`config.mk`:
```
export PLATFORM = sky130hd
export DESIGN_NAME = bfly_r2_dsm
export DESIGN_NICKNAME = d
export VERILOG_FILES = /design/src/rtl/bfly_pkg.sv /design/src/rtl/pfx_addsub.sv /design/src/rtl/dsm_cmac.sv /design/src/rtl/bfly_r2_dsm.sv
export SDC_FILE = /design/constraint.sdc
export NUM_CORES = 1
export LEC_CHECK = 0
export ABC_AREA = 1
export BUFFER_PORTS_ARGS = -buffer_cell sky130_fd_sc_hd__buf_2
export CAP_MARGIN = 20
export CORE_UTILIZATION = 30
export CTS_BUF_LIST = sky130_fd_sc_hd__clkbuf_16
export DETAILED_ROUTE_END_ITERATION = 6
export PLACE_DENSITY = 0.43
export SLEW_MARGIN = 15
export SYNTH_ARGS = -nofsm -noshare
export SYNTH_HDL_FRONTEND = slang
export SYNTH_SLANG_ARGS = --single-unit
```
`constraint.sdc`:
```
create_clock -name clk -period 6.26 [get_ports clk]
set_input_delay 0.939 -clock clk [delete_from_list [all_inputs] [get_ports clk]]
set_output_delay 0.939 -clock clk [all_outputs]
set_load 0.02 [all_outputs]
```
`src/rtl/bfly_pkg.sv`:
```
package bfly_pkg;

    // Register stages inside the constant multiplier: digit lookup, digit sum.
    localparam int MUL_LAT = 2;

    // Selects whether a prefix adder instance adds or subtracts.
    typedef enum logic {
        OP_SUM  = 1'b0,
        OP_DIFF = 1'b1
    } pfx_op_e;

    // Table entry: coefficient times a digit code, shifted to the digit weight.
    // The most significant digit is read as two's complement.
    function automatic int slice_entry(int coef, int code, int dg, bit top, int shift);
        int dv;
        dv = (top && code >= (1 << (dg - 1))) ? code - (1 << dg) : code;
        return (coef * dv) * (1 << shift);
    endfunction

endpackage

```
`src/rtl/pfx_addsub.sv`:
```
module pfx_addsub
    import bfly_pkg::*;
#(
    parameter int      N  = 18,
    parameter pfx_op_e OP = OP_SUM
) (
    input  logic [N-1:0] a,
    input  logic [N-1:0] b,
    output logic [N-1:0] s
);
    localparam int   L   = $clog2(N);
    localparam logic CIN = (OP == OP_DIFF);

    logic [N-1:0] bb;
    logic [N-1:0] g0;
    logic [N-1:0] p0;

    assign bb = (OP == OP_DIFF) ? ~b : b;
    assign p0 = a ^ bb;

    always_comb begin
        g0    = a & bb;
        g0[0] = g0[0] | (p0[0] & CIN);
    end

    // Kogge-Stone tree: level lv merges spans 2^(lv-1) apart.
    for (genvar lv = 0; lv <= L; lv++) begin : g_lv
        logic [N-1:0] gg;
        logic [N-1:0] pp;
        if (lv == 0) begin : g_base
            assign gg = g0;
            assign pp = p0;
        end else begin : g_merge
            localparam int D = 1 << (lv - 1);
            for (genvar i = 0; i < N; i++) begin : g_bit
                if (i >= D) begin : g_op
                    assign g_lv[lv].gg[i] = g_lv[lv-1].gg[i] | (g_lv[lv-1].pp[i] & g_lv[lv-1].gg[i-D]);
                    assign g_lv[lv].pp[i] = g_lv[lv-1].pp[i] & g_lv[lv-1].pp[i-D];
                end else begin : g_pass
                    assign g_lv[lv].gg[i] = g_lv[lv-1].gg[i];
                    assign g_lv[lv].pp[i] = g_lv[lv-1].pp[i];
                end
            end
        end
    end

    logic unused_top;
    assign unused_top = ^g_lv[L].pp ^ g_lv[L].gg[N-1];

    assign s = p0 ^ {g_lv[L].gg[N-2:0], CIN};

endmodule

```
`src/rtl/dsm_cmac.sv`:
```
// Two-constant, two-operand product C0*a + C1*b from digit tables.
module dsm_cmac
    import bfly_pkg::*;
#(
    parameter int DW = 8,
    parameter int DG = 4,
    parameter int SW = 17,
    parameter int C0 = 0,
    parameter int C1 = 0
) (
    input  logic                 clk,
    input  logic                 rst,
    input  logic signed [DW-1:0] a,
    input  logic signed [DW-1:0] b,
    output logic signed [SW-1:0] p
);
    localparam int ND = DW / DG;
    localparam int NV = 1 << DG;
    localparam int NP = 2 * ND;

    logic signed [SW-1:0] part_d [NP];
    logic signed [SW-1:0] part_q [NP];
    logic signed [SW-1:0] sum_d;

    for (genvar k = 0; k < ND; k++) begin : g_dig
        logic signed [SW-1:0] tab_a [NV];
        logic signed [SW-1:0] tab_b [NV];
        for (genvar v = 0; v < NV; v++) begin : g_ent
            assign tab_a[v] = SW'(slice_entry(C0, v, DG, (k == ND - 1), k * DG));
            assign tab_b[v] = SW'(slice_entry(C1, v, DG, (k == ND - 1), k * DG));
        end
        assign part_d[k]      = tab_a[a[k*DG +: DG]];
        assign part_d[ND + k] = tab_b[b[k*DG +: DG]];
    end

    always_ff @(posedge clk) begin
        if (rst) begin
            for (int i = 0; i < NP; i++) part_q[i] <= '0;
        end else begin
            for (int i = 0; i < NP; i++) part_q[i] <= part_d[i];
        end
    end

    always_comb begin
        sum_d = '0;
        for (int i = 0; i < NP; i++) sum_d = sum_d + part_q[i];
    end

    always_ff @(posedge clk) begin
        if (rst) p <= '0;
        else     p <= sum_d;
    end

endmodule

```
`src/rtl/bfly_r2_dsm.sv`:
```
module bfly_r2_dsm
    import bfly_pkg::*;
#(
    parameter int DW   = 8,
    parameter int DG   = 4,
    parameter int CW   = 8,
    parameter int FRAC = 6,
    parameter int WR   = 45,
    parameter int WI   = -45,
    localparam int SW  = DW + CW + 1,
    localparam int OW  = SW + 1
) (
    input  logic                 clk,
    input  logic                 rst,
    input  logic                 in_valid,
    input  logic signed [DW-1:0] x_re,
    input  logic signed [DW-1:0] x_im,
    input  logic signed [DW-1:0] y_re,
    input  logic signed [DW-1:0] y_im,
    output logic                 out_valid,
    output logic signed [OW-1:0] a_re,
    output logic signed [OW-1:0] a_im,
    output logic signed [OW-1:0] b_re,
    output logic signed [OW-1:0] b_im
);
    typedef struct packed {
        logic signed [DW-1:0] re;
        logic signed [DW-1:0] im;
    } cplx_t;

    cplx_t                x_pipe [MUL_LAT];
    logic [MUL_LAT-1:0]   vld_sr;
    logic signed [SW-1:0] prod_re;
    logic signed [SW-1:0] prod_im;
    logic signed [OW-1:0] xe [2];
    logic signed [OW-1:0] pe [2];
    logic [OW-1:0]        res [2][2];

    // X delay line and valid shift register, matched to the multiplier.
    always_ff @(posedge clk) begin
        if (rst) begin
            vld_sr <= '0;
            for (int i = 0; i < MUL_LAT; i++) x_pipe[i] <= '0;
        end else begin
            vld_sr    <= {vld_sr[MUL_LAT-2:0], in_valid};
            x_pipe[0] <= '{re: x_re, im: x_im};
            for (int i = 1; i < MUL_LAT; i++) x_pipe[i] <= x_pipe[i-1];
        end
    end

    // Re(W*Y) = WR*y_re - WI*y_im ; Im(W*Y) = WR*y_im + WI*y_re
    dsm_cmac #(.DW(DW), .DG(DG), .SW(SW), .C0(WR), .C1(-WI)) u_mul_re (
        .clk(clk), .rst(rst), .a(y_re), .b(y_im), .p(prod_re)
    );
    dsm_cmac #(.DW(DW), .DG(DG), .SW(SW), .C0(WR), .C1(WI)) u_mul_im (
        .clk(clk), .rst(rst), .a(y_im), .b(y_re), .p(prod_im)
    );

    assign xe[0] = OW'(x_pipe[MUL_LAT-1].re) <<< FRAC;
    assign xe[1] = OW'(x_pipe[MUL_LAT-1].im) <<< FRAC;
    assign pe[0] = OW'(prod_re);
    assign pe[1] = OW'(prod_im);

    for (genvar ln = 0; ln < 2; ln++) begin : g_lane
        for (genvar op = 0; op < 2; op++) begin : g_op
            pfx_addsub #(.N(OW), .OP(pfx_op_e'(op))) u_as (
                .a(xe[ln]), .b(pe[ln]), .s(res[ln][op])
            );
        end
    end

    always_ff @(posedge clk) begin
        if (rst) begin
            out_valid <= 1'b0;
            a_re      <= '0;
            a_im      <= '0;
            b_re      <= '0;
            b_im      <= '0;
        end else begin
            out_valid <= vld_sr[MUL_LAT-1];
            a_re      <= signed'(res[0][0]);
            a_im      <= signed'(res[1][0]);
            b_re      <= signed'(res[0][1]);
            b_im      <= signed'(res[1][1]);
        end
    end

endmodule

```
==> results of run 1 <==
[worst register-to-register path, stage by stage (launching register included)]
cell and delay (ns):
dfxtp_1 0.31, inv_1 0.07, fa_1 0.49, fa_1 0.50
inv_1 0.05, ha_1 0.34, nand2_1 0.08, nand2_1 0.08
a21oi_1 0.28, nor2_1 0.07, nor2_1 0.15, nand2_1 0.07
nand2_1 0.06, nor2_1 0.04
[flip-flops by register name, summed over array words and instances, names as in the netlist, 17 cells and up]
register,count
a_re,18
b_re,17
x_pipe,32
a_im,17
b_im,17
u_mul_im.part_q,20
u_mul_re.p,17
u_mul_re.part_q,38
[placed cells by master (no fill, tap or decap), types with 2 or more instances in the layout]
cell type    n
nand2_1    385
inv_1      344
nor2_1     242
dfxtp_1    195
ha_1       127
a21oi_1    122
buf_2      106
nand3_1     71
o21ai_0     62
fa_1        33
clkbuf_16   17
nor3_1       9
o21a_1       7
o211ai_1     4
nand3b_1     4
and2_1       4
inv_8        4
inv_2        3
o21bai_1     3
a31oi_1      3
clkinv_2     3
inv_6        3
buf_4        3
a21oi_2      2
nor2_2       2
nand4_1      2
and3_1       2
clkinv_4     2
[layout make-up]
class,instances,area (um2),share of cell area [%]
Clock buffer,17,425,3.22
Clock inverter,15,145,1.10
Inverter,347,1300,9.87
Multi-Input combinational cell,1093,6230,47.2
Sequential cell,195,3900,29.6
Tap cell,511,639,4.84
Timing Repair Buffer,109,553,4.19
[final timing paths]
check | startpoint | end | slack [ns] | cells after the start
worst min-delay path | x_pipe[0][4] | x_pipe[0][20] | 0.40 | 2
worst min register to register | x_pipe[0][4] | x_pipe[0][20] | 0.40 | 2
worst max-delay path | u_mul_re.part_q[3][5] | u_mul_re.p[10] | 3.58 | 13
worst max register to register | u_mul_re.part_q[3][5] | u_mul_re.p[10] | 3.58 | 13
[power by group through the flow]
stage	Clock [mW]	Combinational, mW	Sequential, mW
after floorplan	0	0.895	1.61
after global placement	0	1.37	1.52
after detailed placement	0	1.38	1.52
after CTS	1.13	1.39	1.49
after global routing	1.18	1.58	1.51
final	1.09	1.37	1.49
[cell families (layout without fill, tap and decap cells)]
group | after synthesis | in the layout | synth area share (%)
adder cells (fa/ha/maj) | 160 | 160 | 19.3
AND/OR/NAND/NOR | 726 | 726 | 24.8
buffers and inverters | 384 | 488 | 13.0
AO/OA/AOI/OAI | 207 | 207 | 9.40
flip-flops | 195 | 195 | 33.5
[per-stage QoR]
stage / std cells / worst slack [ns] / power, mW / util (%)
6_report: 2287 / 3.58 / 3.94 / 34.8
5_1_grt: 2287 / 3.38 / 4.26 / 34.8
4_1_cts: 2287 / 3.57 / 4.01 / 34.8
3_5_place_dp: 2255 / 3.51 / 2.90 / 33.3
3_3_place_gp: 2255 / 3.54 / 2.89 / 33.3
2_1_floorplan: 1672 / 3.90 / 2.50 / -
[cells in the mapped netlist (4+ instances only)]
master	number	area share, %
nand3_1	71	3.1
nor3_1	9	0.39
o21a_1	7	0.45
o21ai_0	62	2.7
fa_1	33	5.7
o211ai_1	4	0.26
inv_1	344	11
and2_1	4	0.21
dfxtp_1	195	34
buf_4	6	0.39
nor2_1	242	7.8
nand3b_1	4	0.26
buf_1	5	0.16
clkbuf_1	5	0.16
a21oi_1	122	5.2
buf_2	16	0.69
nand2_1	385	12
ha_1	127	14
[routing by layer]
metal / track usage (%) / vias to the layer above
met4: 3.59 / 0
met3: 2.66 / 8
met2: 25.6 / 111
met1: 21.2 / 4326
met5: 0 / -
li1: - / 5253
==> impl_metrics.py, run 1 <==
metrics = {
    "clocking": {
        "clock-root-buffer": "clkbuf_16",
        "ctsResizeCount": 0,
        "cts_tree": "built",
        "cts_buffers": 17,
        "htree_levels": 4,
        "clock_path_buffers": 2,
        "hold_buffers": 0,
        "cts_setup_buffers": 0,
        "clk_latency_ns": 0.45,
        "clk_pin_slew_worst_paths_ns": 0.07,
        "cts.sinks": 195,
    },
    "die": {
        "dieArea_um2": 39600,
        "die-width_um": 199,
        "fp.dieH_um": 199,
        "io-pin-count": 108,
        "fp.coreArea_um2": 37900,
        "start_util_pct": 30.7,
        "num_rows": 71,
    },
    "routing": {
        "top_layer": "met4",
        "wl_met2_um": 13300,
        "post_drt_wl_per_cell_um": 12.8,
        "num_vias": 9698,
        "routed_wl_um": 29200,
        "drt_iter0_markers": 484,
        "postRouteAntennaNets": 0,
        "dr.pass1.iters": 5,
        "drc": 0,
        "drt-met1-wl_um": 15000,
        "vias_per_cell": 4.24,
        "dr_wl_met3_um": 791,
    },
    "synthesis": {
        "synth-main-ff-cell": "dfxtp_1",
        "synth_area_per_cell_um2": 6.97,
        "yosys.cell_types.count": 37,
        "seq_area_frac_synth_pct": 33.5,
        "synth-async-reset-ratio_pct": 0,
        "syn_area_um2": 11600,
        "syn_inst": 1672,
        "syn-num-nets": 1867,
        "synth_seq_cells": 195,
        "ys_warn_count": 0,
        "synth_edf_count": 0,
    },
    "timing": {
        "tightest_slew_ns": 1.09,
        "setup_violations": 0,
        "post-route-min-period_ns": 2.68,
        "fin_skew_ns": 0.0174,
        "relSlewSlack_pct": 27.5,
        "fin_setup_tns_ns": 0,
        "hold_violations": 0,
        "fin_hold_ws_ns": 0.403,
        "rsz0062_at_grt": "no",
        "fin_crit_sh_pct": 42.9,
        "fmax_mhz": 373,
        "maxSlewViolCount": 0,
    },
    "setup_path": {
        "required_ns": 6.60,
        "worstSetupPathType": "flop to flop",
        "slowest_delay_ns": 0.50,
        "crit_path_max_fanout": 5,
        "path_cells": "inv_1 > fa_1 > fa_1 > inv_1 > ha_1 > nand2_1 > nand2_1 > a21oi_1 > nor2_1 > nor2_1 > nand2_1 > nand2_1 > nor2_1",
        "cp.arrival_ns": 3.03,
        "cp_top_family": "adder cells",
        "critPathSlowestCell": "fa_1",
        "cp_num_buf_inv": 2,
        "crit_top_cell": "nand2_1",
        "end_kind": "flop",
        "start_kind": "flop",
    },
    "finish": {
        "synthToLayoutAreaGrowth_pct": 13.3,
        "layout.nets": 1958,
        "fin_area_um2": 13200,
        "n_antenna_cell": 0,
        "drive_gt1_share_pct": 8.50,
        "num-fill-cells": 4147,
    },
    "pwr": {
        "seq_power_share_pct": 37.7,
        "p_int_mw": 2.42,
        "power.share.clock_pct": 27.6,
        "p_comb_share_pct": 34.7,
        "power.switching_mw": 1.53,
        "p_leak_nw": 7.22,
        "vdd_ir_drop_max_v": 0.000183,
        "p_per_area_nw_per_um2": 299,
        "switching_share_pct": 38.7,
    },
    "grt": {
        "grt_overflow": 0,
        "antenna_found_initial": 0,
        "grt_pass1_wl_um": 48200,
        "grt_max_degree": 96,
        "grt_usage_pct": 15.6,
        "grt_pass1_vias": 9476,
    },
    "placement": {
        "portBuffers": 107,
        "place_area_um2": 12600,
        "gp_congestion": 0.867,
        "hpwl_um": 23600,
    },
    "job": {
        "max_cap_viol_count": 0,
    },
    "status": {
        "outcome": "finished, final reports clean",
    },
    "hold_path": {
        "hold_class": "flop to flop",
    },
}
(Power assumes the default switching activity.)
==> run 2: changes to the inputs <==
--- a/config.mk
+++ b/config.mk
@@ -11,7 +11,7 @@
 export CORE_UTILIZATION = 30
 export CTS_BUF_LIST = sky130_fd_sc_hd__clkbuf_16
 export DETAILED_ROUTE_END_ITERATION = 6
-export PLACE_DENSITY = 0.43
+export PLACE_DENSITY = 0.45
 export SLEW_MARGIN = 15
 export SYNTH_ARGS = -nofsm -noshare
 export SYNTH_HDL_FRONTEND = slang
==> constraint.sdc (replaced) <==
create_clock -name clk -period 2.19 [get_ports clk]
set_input_delay 0.3285 -clock clk [delete_from_list [all_inputs] [get_ports clk]]
set_output_delay 0.3285 -clock clk [all_outputs]
set_load 0.02 [all_outputs]
==> run 2 against run 1 <==
Against the previous run:
- via count up 3.2%
- clock skew shrank 0.0056 ns
- maximum frequency grew 7.7%
- sequential share of layout area decreased by 2.0 points
- worst hold slack got worse by 0.32 ns
- die area did not move
- the run now ends with negative setup slack left
==> impl_metrics.py, run 2 (synthesis gave the netlist of run 1 again) <==
metrics = {
    "status": {
        "outcome": "finished, violations left",
        "violations": "negative setup slack",
    },
    "timing": {
        "setup_violations": 24,
        "relSlewSlack_pct": 74.3,
        "fin_crit_sh_pct": 114,
        "fin_setup_tns_ns": -5.27,
        "fin_skew_ns": 0.0118,
        "rsz0062_at_grt": "yes",
        "setup_ws_ns": -0.301,
        "maxSlewViolCount": 0,
        "hold_violations": 0,
        "post-route-min-period_ns": 2.49,
        "fmax_mhz": 401,
        "tightest_slew_ns": 0.385,
    },
    "placement": {
        "dp_cells": 2293,
        "place_ws_ns": -0.303,
        "portBuffers": 107,
        "gp_congestion": 0.878,
        "hpwl_um": 23900,
        "place_area_um2": 13100,
    },
    "finish": {
        "regMostFlops": "u_mul_re.part_q",
        "layout.nets": 2004,
        "final_cell_mix": "338 x nand2_1, 313 x inv_1, 236 x nor2_1",
        "final_cells": 2333,
        "largest_reg_flops": 38,
        "final-seq-area_um2": 3930,
        "num-fill-cells": 4031,
        "top_regs": "u_mul_re.part_q x38, x_pipe x32, u_mul_im.part_q x20",
        "final_common_cell": "nand2_1",
        "n_antenna_cell": 0,
        "drive_gt1_share_pct": 19.2,
        "synthToLayoutAreaGrowth_pct": 22.2,
        "fin_util_pct": 37.5,
        "multi_input_area_um2": 6810,
        "fin_area_um2": 14200,
    },
    "die": {
        "dieArea_um2": 39600,
        "num_rows": 71,
        "fp.dieH_um": 199,
        "start_util_pct": 30.7,
        "fp.coreArea_um2": 37900,
        "io-pin-count": 108,
        "die-width_um": 199,
    },
    "routing": {
        "num_vias": 10004,
        "routed_wl_um": 29900,
        "drt_iter0_markers": 457,
        "postRouteAntennaNets": 0,
        "post_drt_wl_per_cell_um": 12.8,
        "dr.pass1.iters": 5,
        "drc": 0,
        "vias_per_cell": 4.29,
    },
    "clocking": {
        "hold_buffers": 0,
        "clock-root-buffer": "clkbuf_16",
        "htree_levels": 4,
        "cts.sinks": 195,
        "clock_path_buffers": 2,
        "cts_tree": "built",
        "clk_latency_ns": 0.46,
        "cts_buffers": 17,
        "clk_pin_slew_worst_paths_ns": 0.08,
    },
    "pwr": {
        "p_per_area_nw_per_um2": 857,
        "p_int_mw": 7.45,
        "power.switching_mw": 4.74,
        "p_leak_nw": 7.56,
        "vdd_ir_drop_max_v": 0.000461,
        "power.share.clock_pct": 26.0,
        "seq_power_share_pct": 34.9,
        "switching_share_pct": 38.9,
        "p_comb_share_pct": 39.1,
    },
    "grt": {
        "grt_pass1_vias": 9659,
        "grt_max_degree": 72,
        "grt_pass1_wl_um": 48500,
        "grt_usage_pct": 15.7,
        "grt_overflow": 0,
        "antenna_found_initial": 0,
    },
    "setup_path": {
        "worstSetupPathType": "flop to flop",
        "crit_path_max_fanout": 5,
        "start_kind": "flop",
        "end_kind": "flop",
        "required_ns": 2.54,
        "cp.arrival_ns": 2.84,
    },
    "hold_path": {
        "hold_class": "input port to flop",
    },
    "job": {
        "max_cap_viol_count": 0,
    },
}
-- run 2: cell types whose count changed in the layout (fill, tap and decap cells not counted), moves of 12 or more --
| cell | previous run | this run |
|---|---|---|
| nand2_2 | 1 | 39 |
| dfxtp_1 | 195 | 178 |
| dfxtp_2 | 0 | 16 |
| buf_4 | 3 | 38 |
| ha_4 | 0 | 14 |
| a21oi_1 | 122 | 105 |
| ha_1 | 127 | 113 |
| a21oi_2 | 2 | 17 |
| nand3_1 | 71 | 59 |
| nand2_1 | 385 | 338 |
| inv_2 | 3 | 33 |
| inv_1 | 344 | 313 |
-- run 2: power by group through the flow --
stage	Combinational [mW]	Sequential (mW)	Clock [mW]
5_1_grt	5.41	4.31	3.43
4_1_cts	4.59	4.26	3.29
6_report	4.77	4.25	3.17
3_5_place_dp	4.37	4.34	0
2_1_floorplan	2.77	4.59	0
3_3_place_gp	4.38	4.33	0
-- run 2: path summary, 6_finish.rpt --
path	startpoint	end	slack [ns]	cells past startpoint
worst max-delay path	u_mul_re.part_q[2][5]	u_mul_re.p[16]	-0.30	12
worst min-delay path	x_im[1]	x_pipe[0][1]	0.08	3
worst max register to register	u_mul_re.part_q[2][5]	u_mul_re.p[16]	-0.30	12
worst min register to register	x_pipe[0][7]	x_pipe[0][23]	0.41	2
-- run 2: repair_timing --
item | CTS | global route
buffers inserted | 2 | 6
cloned | 0 | 0
endpoints found under the setup margin | 26 | 26
pin swaps | 27 | 45
gates resized for setup | 83 | 74
-- run 2: per-layer routing --
| layer | track usage, % | vias to the layer above | routed length (um) |
|---|---|---|---|
| met3 | 2.36 | 23 | 899 |
| met4 | 4.30 | 0 | 361 |
| met2 | 26.0 | 147 | 13800 |
| li1 | - | 5349 | - |
| met1 | 21.2 | 4485 | 14800 |
| met5 | 0 | - | 0 |
-- run 2: metrics by stage --
stage               power, mW  hold WS (ns)
finish                   12.2        0.0788
detailed placement       8.71         0.395
floorplan                7.36         0.388
CTS                      12.1        0.0582
global route             13.2        0.0673
global placement         8.72         0.391
-- run 2: worst max-delay path, stage by stage, from the launching register on --
cell	delay [ns]
dfxtp_2	0.33
inv_2	0.05
fa_2	0.49
fa_1	0.53
inv_2	0.05
ha_4	0.31
nand2_1	0.06
nor2_1	0.09
nand2_1	0.10
nand3_4	0.11
nand2_2	0.08
a21oi_2	0.13
nor2_1	0.06
-- run 2: area by class of cell --
class                   count  area share, %
multi-input cells        1093           47.8
well taps                 511           4.49
flip-flops and latches    195           27.6
clock inverters            15           1.18
repair buffers            155           6.73
clock buffers              17           2.99
inverters                 347           9.17
